## src/rtl/srx_pkg.sv

```systemverilog
package srx_pkg;

    localparam int ADDR_W_DEF  = 4;
    localparam int PAD_CYC_DEF = 3;
    localparam int BYTE_W_DEF  = 8;

    typedef enum logic [2:0] {
        PH_IDLE,
        PH_ADDR,
        PH_MARK,
        PH_PAD,
        PH_DATA
    } rx_phase_e;

    // one payload-cycle command from the header sequencer to the packer
    typedef struct packed {
        logic take;   // bit accepted this cycle
        logic bitv;   // value of the data line
        logic last;   // frame ends this cycle
    } pk_cmd_t;

    function automatic int imax(input int a, input int b);
        return (a > b) ? a : b;
    endfunction

endpackage

```

## src/rtl/srx_hdr_seq.sv

```systemverilog
module srx_hdr_seq
    import srx_pkg::*;
#(
    parameter int ADDR_W  = ADDR_W_DEF,
    parameter int PAD_CYC = PAD_CYC_DEF
) (
    input  logic              clk,
    input  logic              rst_n,
    input  logic              frame_n,
    input  logic              din,
    output logic              req,
    output logic [ADDR_W-1:0] addr,
    output logic              hdr_err,
    output logic              in_data,
    output logic              stop,
    output logic              frame_end
);
    localparam int CW = $clog2(imax(ADDR_W, PAD_CYC) + 1);

    rx_phase_e       phase;
    logic [CW-1:0]   cnt;
    logic            prev_fn;

    assign stop      = frame_n && (phase != PH_IDLE);
    assign frame_end = stop && (phase == PH_DATA);
    assign in_data   = (phase == PH_DATA);

    always_ff @(posedge clk) begin
        if (!rst_n) begin
            phase   <= PH_IDLE;
            cnt     <= '0;
            prev_fn <= 1'b1;
            req     <= 1'b0;
            addr    <= '0;
            hdr_err <= 1'b0;
        end else begin
            prev_fn <= frame_n;
            hdr_err <= 1'b0;
            if (stop) begin
                phase   <= PH_IDLE;
                req     <= 1'b0;
                hdr_err <= (phase != PH_DATA);
            end else begin
                unique case (phase)
                    PH_IDLE: if (!frame_n && prev_fn) begin
                        addr  <= {din, addr[ADDR_W-1:1]};
                        cnt   <= CW'(1);
                        phase <= PH_ADDR;
                    end
                    PH_ADDR: begin
                        addr <= {din, addr[ADDR_W-1:1]};
                        if (cnt == CW'(ADDR_W - 1)) begin
                            phase <= PH_MARK;
                            req   <= 1'b1;
                        end else begin
                            cnt <= cnt + 1'b1;
                        end
                    end
                    PH_MARK: begin
                        phase <= PH_PAD;
                        cnt   <= '0;
                    end
                    PH_PAD: begin
                        if (cnt == CW'(PAD_CYC - 1)) phase <= PH_DATA;
                        else                          cnt   <= cnt + 1'b1;
                    end
                    PH_DATA: ;
                    default: phase <= PH_IDLE;
                endcase
            end
        end
    end

    // an abort pulse never coexists with a live request
    a_r9_err_drops_req: assert property (@(posedge clk) disable iff (!rst_n)
        hdr_err |-> !req);

    // the destination does not move while the request is held
    a_r2_addr_held: assert property (@(posedge clk) disable iff (!rst_n)
        req |=> (!req || $stable(addr)));

endmodule

```

## src/rtl/srx_conn.sv

```systemverilog
module srx_conn (
    input  logic clk,
    input  logic rst_n,
    input  logic req,
    input  logic grant,
    input  logic stop,
    output logic busy_n
);
    logic conn;

    always_ff @(posedge clk) begin
        if (!rst_n)             conn <= 1'b0;
        else if (stop)          conn <= 1'b0;
        else if (req && grant)  conn <= 1'b1;
    end

    assign busy_n = conn;

    // a made connection survives until the frame stops
    a_r6_conn_sticky: assert property (@(posedge clk) disable iff (!rst_n)
        (conn && !stop) |=> conn);

    // ready only while a request is outstanding
    a_r6_ready_needs_req: assert property (@(posedge clk) disable iff (!rst_n)
        conn |-> req);

endmodule

```

## src/rtl/srx_packer.sv

```systemverilog
module srx_packer
    import srx_pkg::*;
#(
    parameter int BYTE_W = BYTE_W_DEF
) (
    input  logic                       clk,
    input  logic                       rst_n,
    input  pk_cmd_t                    cmd,
    output logic                       byte_vld,
    output logic [BYTE_W-1:0]          byte_data,
    output logic                       frame_done,
    output logic [$clog2(BYTE_W)-1:0]  tail_bits
);
    localparam int CNT_W = $clog2(BYTE_W);

    logic [BYTE_W-1:0] sr, nxt_sr;
    logic [CNT_W-1:0]  cnt, nxt_cnt;
    logic              full;
    logic [CNT_W:0]    sh;

    always_comb begin
        full    = cmd.take && (cnt == CNT_W'(BYTE_W - 1));
        nxt_sr  = cmd.take ? {cmd.bitv, sr[BYTE_W-1:1]} : sr;
        nxt_cnt = cmd.take ? cnt + 1'b1 : cnt;
        sh      = (CNT_W+1)'(BYTE_W) - {1'b0, nxt_cnt};
    end

    always_ff @(posedge clk) begin
        if (!rst_n) begin
            sr         <= '0;
            cnt        <= '0;
            byte_vld   <= 1'b0;
            byte_data  <= '0;
            frame_done <= 1'b0;
            tail_bits  <= '0;
        end else begin
            byte_vld   <= full;
            frame_done <= cmd.last;
            sr         <= nxt_sr;
            cnt        <= nxt_cnt;
            if (full) byte_data <= nxt_sr;
            if (cmd.last) begin
                tail_bits <= nxt_cnt;
                if (nxt_cnt != '0) byte_data <= nxt_sr >> sh;
                sr  <= '0;
                cnt <= '0;
            end
        end
    end

    // full bytes are at least eight accepted bits apart
    a_r7_byte_spacing: assert property (@(posedge clk) disable iff (!rst_n)
        byte_vld |=> !byte_vld);

    // a partial tail and a full byte never share a cycle
    a_r8_tail_excl: assert property (@(posedge clk) disable iff (!rst_n)
        (frame_done && tail_bits != '0) |-> !byte_vld);

endmodule

```

## src/rtl/serial_rx_port.sv

```systemverilog
module serial_rx_port
    import srx_pkg::*;
#(
    parameter int ADDR_W  = ADDR_W_DEF,
    parameter int PAD_CYC = PAD_CYC_DEF,
    parameter int BYTE_W  = BYTE_W_DEF
) (
    input  logic                      clk,
    input  logic                      rst_n,
    input  logic                      frame_n,
    input  logic                      valid_n,
    input  logic                      din,
    input  logic                      grant,
    output logic                      busy_n,
    output logic                      req,
    output logic [ADDR_W-1:0]         req_addr,
    output logic                      byte_vld,
    output logic [BYTE_W-1:0]         byte_data,
    output logic                      frame_done,
    output logic [$clog2(BYTE_W)-1:0] tail_bits,
    output logic                      hdr_err
);
    logic    in_data, stop, frame_end;
    pk_cmd_t cmd;

    srx_hdr_seq #(.ADDR_W(ADDR_W), .PAD_CYC(PAD_CYC)) u_hdr (
        .clk(clk), .rst_n(rst_n), .frame_n(frame_n), .din(din),
        .req(req), .addr(req_addr), .hdr_err(hdr_err),
        .in_data(in_data), .stop(stop), .frame_end(frame_end)
    );

    srx_conn u_conn (
        .clk(clk), .rst_n(rst_n), .req(req), .grant(grant),
        .stop(stop), .busy_n(busy_n)
    );

    always_comb begin
        cmd.take = in_data && busy_n && !valid_n;
        cmd.bitv = din;
        cmd.last = frame_end;
    end

    srx_packer #(.BYTE_W(BYTE_W)) u_pack (
        .clk(clk), .rst_n(rst_n), .cmd(cmd),
        .byte_vld(byte_vld), .byte_data(byte_data),
        .frame_done(frame_done), .tail_bits(tail_bits)
    );

    // reset leaves the port idle and not ready
    a_r1_reset_idle: assert property (@(posedge clk)
        !rst_n |=> (!busy_n && !req && !byte_vld && !frame_done && !hdr_err));

    // a completed byte implies its last bit came while ready and valid
    a_r5_byte_needs_ready: assert property (@(posedge clk) disable iff (!rst_n)
        byte_vld |-> $past(busy_n && !valid_n));

endmodule

```

## config.mk

```make
export PLATFORM = sky130hd
export DESIGN_NAME = serial_rx_port
export DESIGN_NICKNAME = d
export VERILOG_FILES = /design/src/rtl/srx_pkg.sv /design/src/rtl/srx_hdr_seq.sv /design/src/rtl/srx_conn.sv /design/src/rtl/srx_packer.sv /design/src/rtl/serial_rx_port.sv
export SDC_FILE = /design/constraint.sdc
export NUM_CORES = 1
export LEC_CHECK = 0
export CAP_MARGIN = 20
export CELL_PAD_IN_SITES_DETAIL_PLACEMENT = 1
export CELL_PAD_IN_SITES_GLOBAL_PLACEMENT = 2
export CORE_MARGIN = 4
export CORE_UTILIZATION = 39
export DETAILED_ROUTE_END_ITERATION = 8
export DONT_BUFFER_PORTS = 1
export MAX_ROUTING_LAYER = met4
export PLACE_DENSITY_LB_ADDON = 0.1
export SLEW_MARGIN = 20
export SYNTH_ARGS = -nofsm -noshare
export SYNTH_HDL_FRONTEND = slang
export SYNTH_HIERARCHICAL = 1
export SYNTH_SLANG_ARGS = --single-unit
```

## constraint.sdc

```tcl
create_clock -name clk -period 3.4 [get_ports clk]
set_clock_uncertainty 0.2 [all_clocks]
set_input_delay 0.68 -clock clk [delete_from_list [all_inputs] [get_ports clk]]
set_output_delay 0.68 -clock clk [all_outputs]
set_load 0.02 [all_outputs]
```

==> results by group <==
Outcome
  – Outcome: finished, final reports clean

Cells and area
  – Share of cells above drive strength 1: 17.18%
  – Area Overhead vs Synth: 7.185%
  – Net count, final: 238
  – Filler Cell Count: 590
  – Diode count: 0
  – Post-layout util: 43.66%
  – Post-Layout Cell Count: 297

Timing
  – Hold slack: 0.2985 ns
  – Max-slew violation count: 0
  – Max Freq: 338.7 MHz
  – Count of final setup violators: 0
  – Crit path time final: 2.952 ns
  – Hold Vio Cnt, Final: 0
  – Slew HR: 60.64%
  – Crit share post-route: 86.83%
  – RSZ-0062 raised after global routing: no
  – Setup_tns: 0 ns
  – Worst-Margin Slew: 0.5904 ns

Critical path
  – Crit-path max FO: 10
  – Crit-path leading delay family: simple AND/OR/NAND/NOR gates
  – Critical path class: flop to flop
  – Slowest-stage cell, CP: dfxtp_1
  – Bufs and invs on worst path: 1
  – Delay of the slowest critical-path stage: 0.41 ns
  – Critical Path, Cell by Cell: nor2_1 -> and2_1 -> and3b_2 -> nor3_2 -> a21oi_1 -> inv_1 -> ha_1 -> or2b_1 -> nor2_1 -> nand2_1 -> o32a_1 -> nor2b_1
  – CP Launch Type: flop
  – Crit end category: flop
  – Data required, critical path: 3.43 ns
  – Most frequent CP cell: nor2_1
  – Crit path DAT: 2.98 ns

Power and ir drop
  – Seq pwr share: 56.2%
  – Sw Ratio: 22.81%
  – Switching power: 184.9 uW
  – Clock power frac: 39.8%
  – P_int: 625.6 uW
  – Logic gate share of total power: 4.0%
  – Final Total Pwr: 810.5 uW
  – Max VDD drop: 0.1532 mV
  – Static Leak: 0.8663 nW
  – Pwr/cell area: 358.9 mW/mm^2

Logic synthesis
  – Yosys warns: 6
  – Syn_area_per_cell: 9.449 sq um
  – Syn_nets: 235
  – Post-synth ARST share: 0%
  – Synth Cell Area: 0.002107 sq mm
  – Seq cells post-synth: 38
  – Sequential share of the synthesized area: 36.10%
  – Post-Syn Instances: 223
  – Main synth FF type: dfxtp_1
  – Post-synth EDFFs: 0
  – Number of distinct library cells after synthesis: 58

GRT
  – Initial antenna violation count: 0
  – Grt ovf: 0
  – Vias in the first global route: 1714
  – Largest net degree at the start of global routing: 21
  – Global Route Usage Sum: 17.65%
  – First-pass GRT wire length: 8576 microns

Floorplanning
  – Die X: 81.50 microns
  – Die height: 81.50 microns
  – Die ar.: 0.006642 sq mm
  – I/O Pins: 26
  – Initial Util: 40.74%
  – Rows: 26
  – Core Region: 0.005172 sq mm

Clock tree
  – Total CTS buffers: 5
  – Hold-fix buffers, CTS: 0
  – Post-CTS Resized: 0
  – Clock tree root buffer cell: clkbuf_8
  – CTS H-tree depth: 2
  – Clock Latency Late Sink: 0.29 ns
  – Sink Count: 38
  – CTS Buffer Depth: 2
  – CTS tree: yes
  – Setup Fix Bufs, Post-CTS: 0
  – Clk slew on worst S/H paths: 0.08 ns

Place
  – HPWL Detailed: 3960 microns
  – Placed cells: 289
  – I/O Buffers: 0
  – RD Place Congestion: 0.8487

Routing
  – Initial DRC count: 79
  – Wire per inst: 17.82 microns
  – Via density: 5.458
  – DR DRC count: 0
  – Drt first pass iters: 4
  – Final wirelength: 5292 microns
  – Vias: 1621
  – Post-DRT Antenna Nets: 0

Run
  – Max cap viols: 0

Min path
  – Hold WC Path Type: primary input to flop
==> worst paths after layout <==
kind / start / to / slack [ns] / cells past startpoint
min: frame_n / u_hdr/hdr_err / 0.30 / 2
max reg2reg: u_hdr/phase[0] / u_pack/byte_data[6] / 0.45 / 12
max: u_hdr/phase[0] / u_pack/byte_data[6] / 0.45 / 12
min reg2reg: u_hdr/cnt[1] / u_hdr/cnt[1] / 0.30 / 2
==> power groups by stage <==
stage          Clock (mW)  Sequential, mW  Combinational [mW]
3_3_place_gp            0           0.466              0.0308
6_report            0.323           0.456              0.0321
2_1_floorplan           0           0.464              0.0295
3_5_place_dp            0           0.466              0.0324
5_1_grt             0.362           0.456              0.0351
4_1_cts             0.340           0.456              0.0326
==> cells by family (layout without fill, tap and decap cells) <==
family,count (synthesis),count (layout),share of synthesized area (%)
fa+ha+maj,6,6,3.563
compound gates,44,44,15.74
flops,38,38,36.10
buf+inv,23,27,6.176
xor+xnor,3,3,1.960
mux,32,32,16.21
simple gates,77,77,20.25
==> placed cells by master, fill, tap and decap left out, types with 4 or more instances in the layout <==
master | netlist | layout
nor2b_1 | 9 | 9
inv_1 | 10 | 10
o22ai_1 | 5 | 5
clkbuf_8 | 0 | 6
ha_1 | 6 | 6
nand2b_1 | 5 | 5
nor2_1 | 24 | 24
a21oi_1 | 10 | 10
o21ai_0 | 7 | 7
mux2i_1 | 24 | 24
nor3_1 | 5 | 5
nand2_1 | 10 | 10
dfxtp_1 | 38 | 38
mux2_2 | 4 | 4
buf_4 | 1 | 7
==> state kept, by name (all words and copies together) (netlist names), 3 cells and up <==
name              count
u_pack/tail_bits      3
u_hdr/phase           3
u_hdr/cnt             3
u_hdr/addr            4
u_pack/cnt            3
u_pack/byte_data      8
u_pack/sr             8
==> metrics by stage <==
| stage | cell area, sq um | setup WS, ns |
|---|---|---|
| final | 2258 | 0.4477 |
| after global routing | 2258 | 0.1245 |
| after CTS | 2257 | 0.3041 |
| after detailed placement | 2162 | 0.3332 |
| after global placement | 2162 | 0.4465 |
| after floorplan | 2107 | 0.4147 |
==> synth_stat cells (4+ instances only) <==
cell type	n	area, sq um
ha_1	6	75.07
a21oi_1	10	50.05
nor3_1	5	25.02
o22ai_1	5	31.28
buf_6	5	56.30
nor2b_1	9	56.30
dfxtp_1	38	760.7
nor2_1	24	90.09
nand2_1	10	37.54
inv_1	10	37.54
nand2b_1	5	31.28
mux2i_1	24	240.2
o21ai_0	7	35.03
mux2_2	4	45.04
==> worst register-to-register path: stages (launching register included) <==
cell     delay [ns]
dfxtp_1        0.41
nor2_1         0.19
and2_1         0.17
and3b_2        0.35
nor3_2         0.08
a21oi_1        0.16
inv_1          0.06
ha_1           0.19
or2b_1         0.31
nor2_1         0.21
nand2_1        0.11
o32a_1         0.36
nor2b_1        0.10
==> metal layers <==
metal | share of wire (%) | global-route usage [%] | vias to the layer above
met1 | 42 | 19.34 | 781
met2 | 52 | 30.29 | 28
met4 | 2.9 | 8.784 | 0
met3 | 3.0 | 3.618 | 12
li1 | - | - | 800
met5 | 0 | - | -
==> layout make-up <==
class	count	area, sq um	area share [%]
Clock buffer	6	82.58	3.657
Tap cell	70	87.58	3.878
Clock inverter	2	12.51	0.5540
Timing Repair Buffer	7	52.55	2.327
Multi-Input combinational cell	162	1217	53.91
Inverter	12	45.04	1.994
Sequential cell	38	760.7	33.68
No activity file was read; power rests on OpenSTA's default activity.
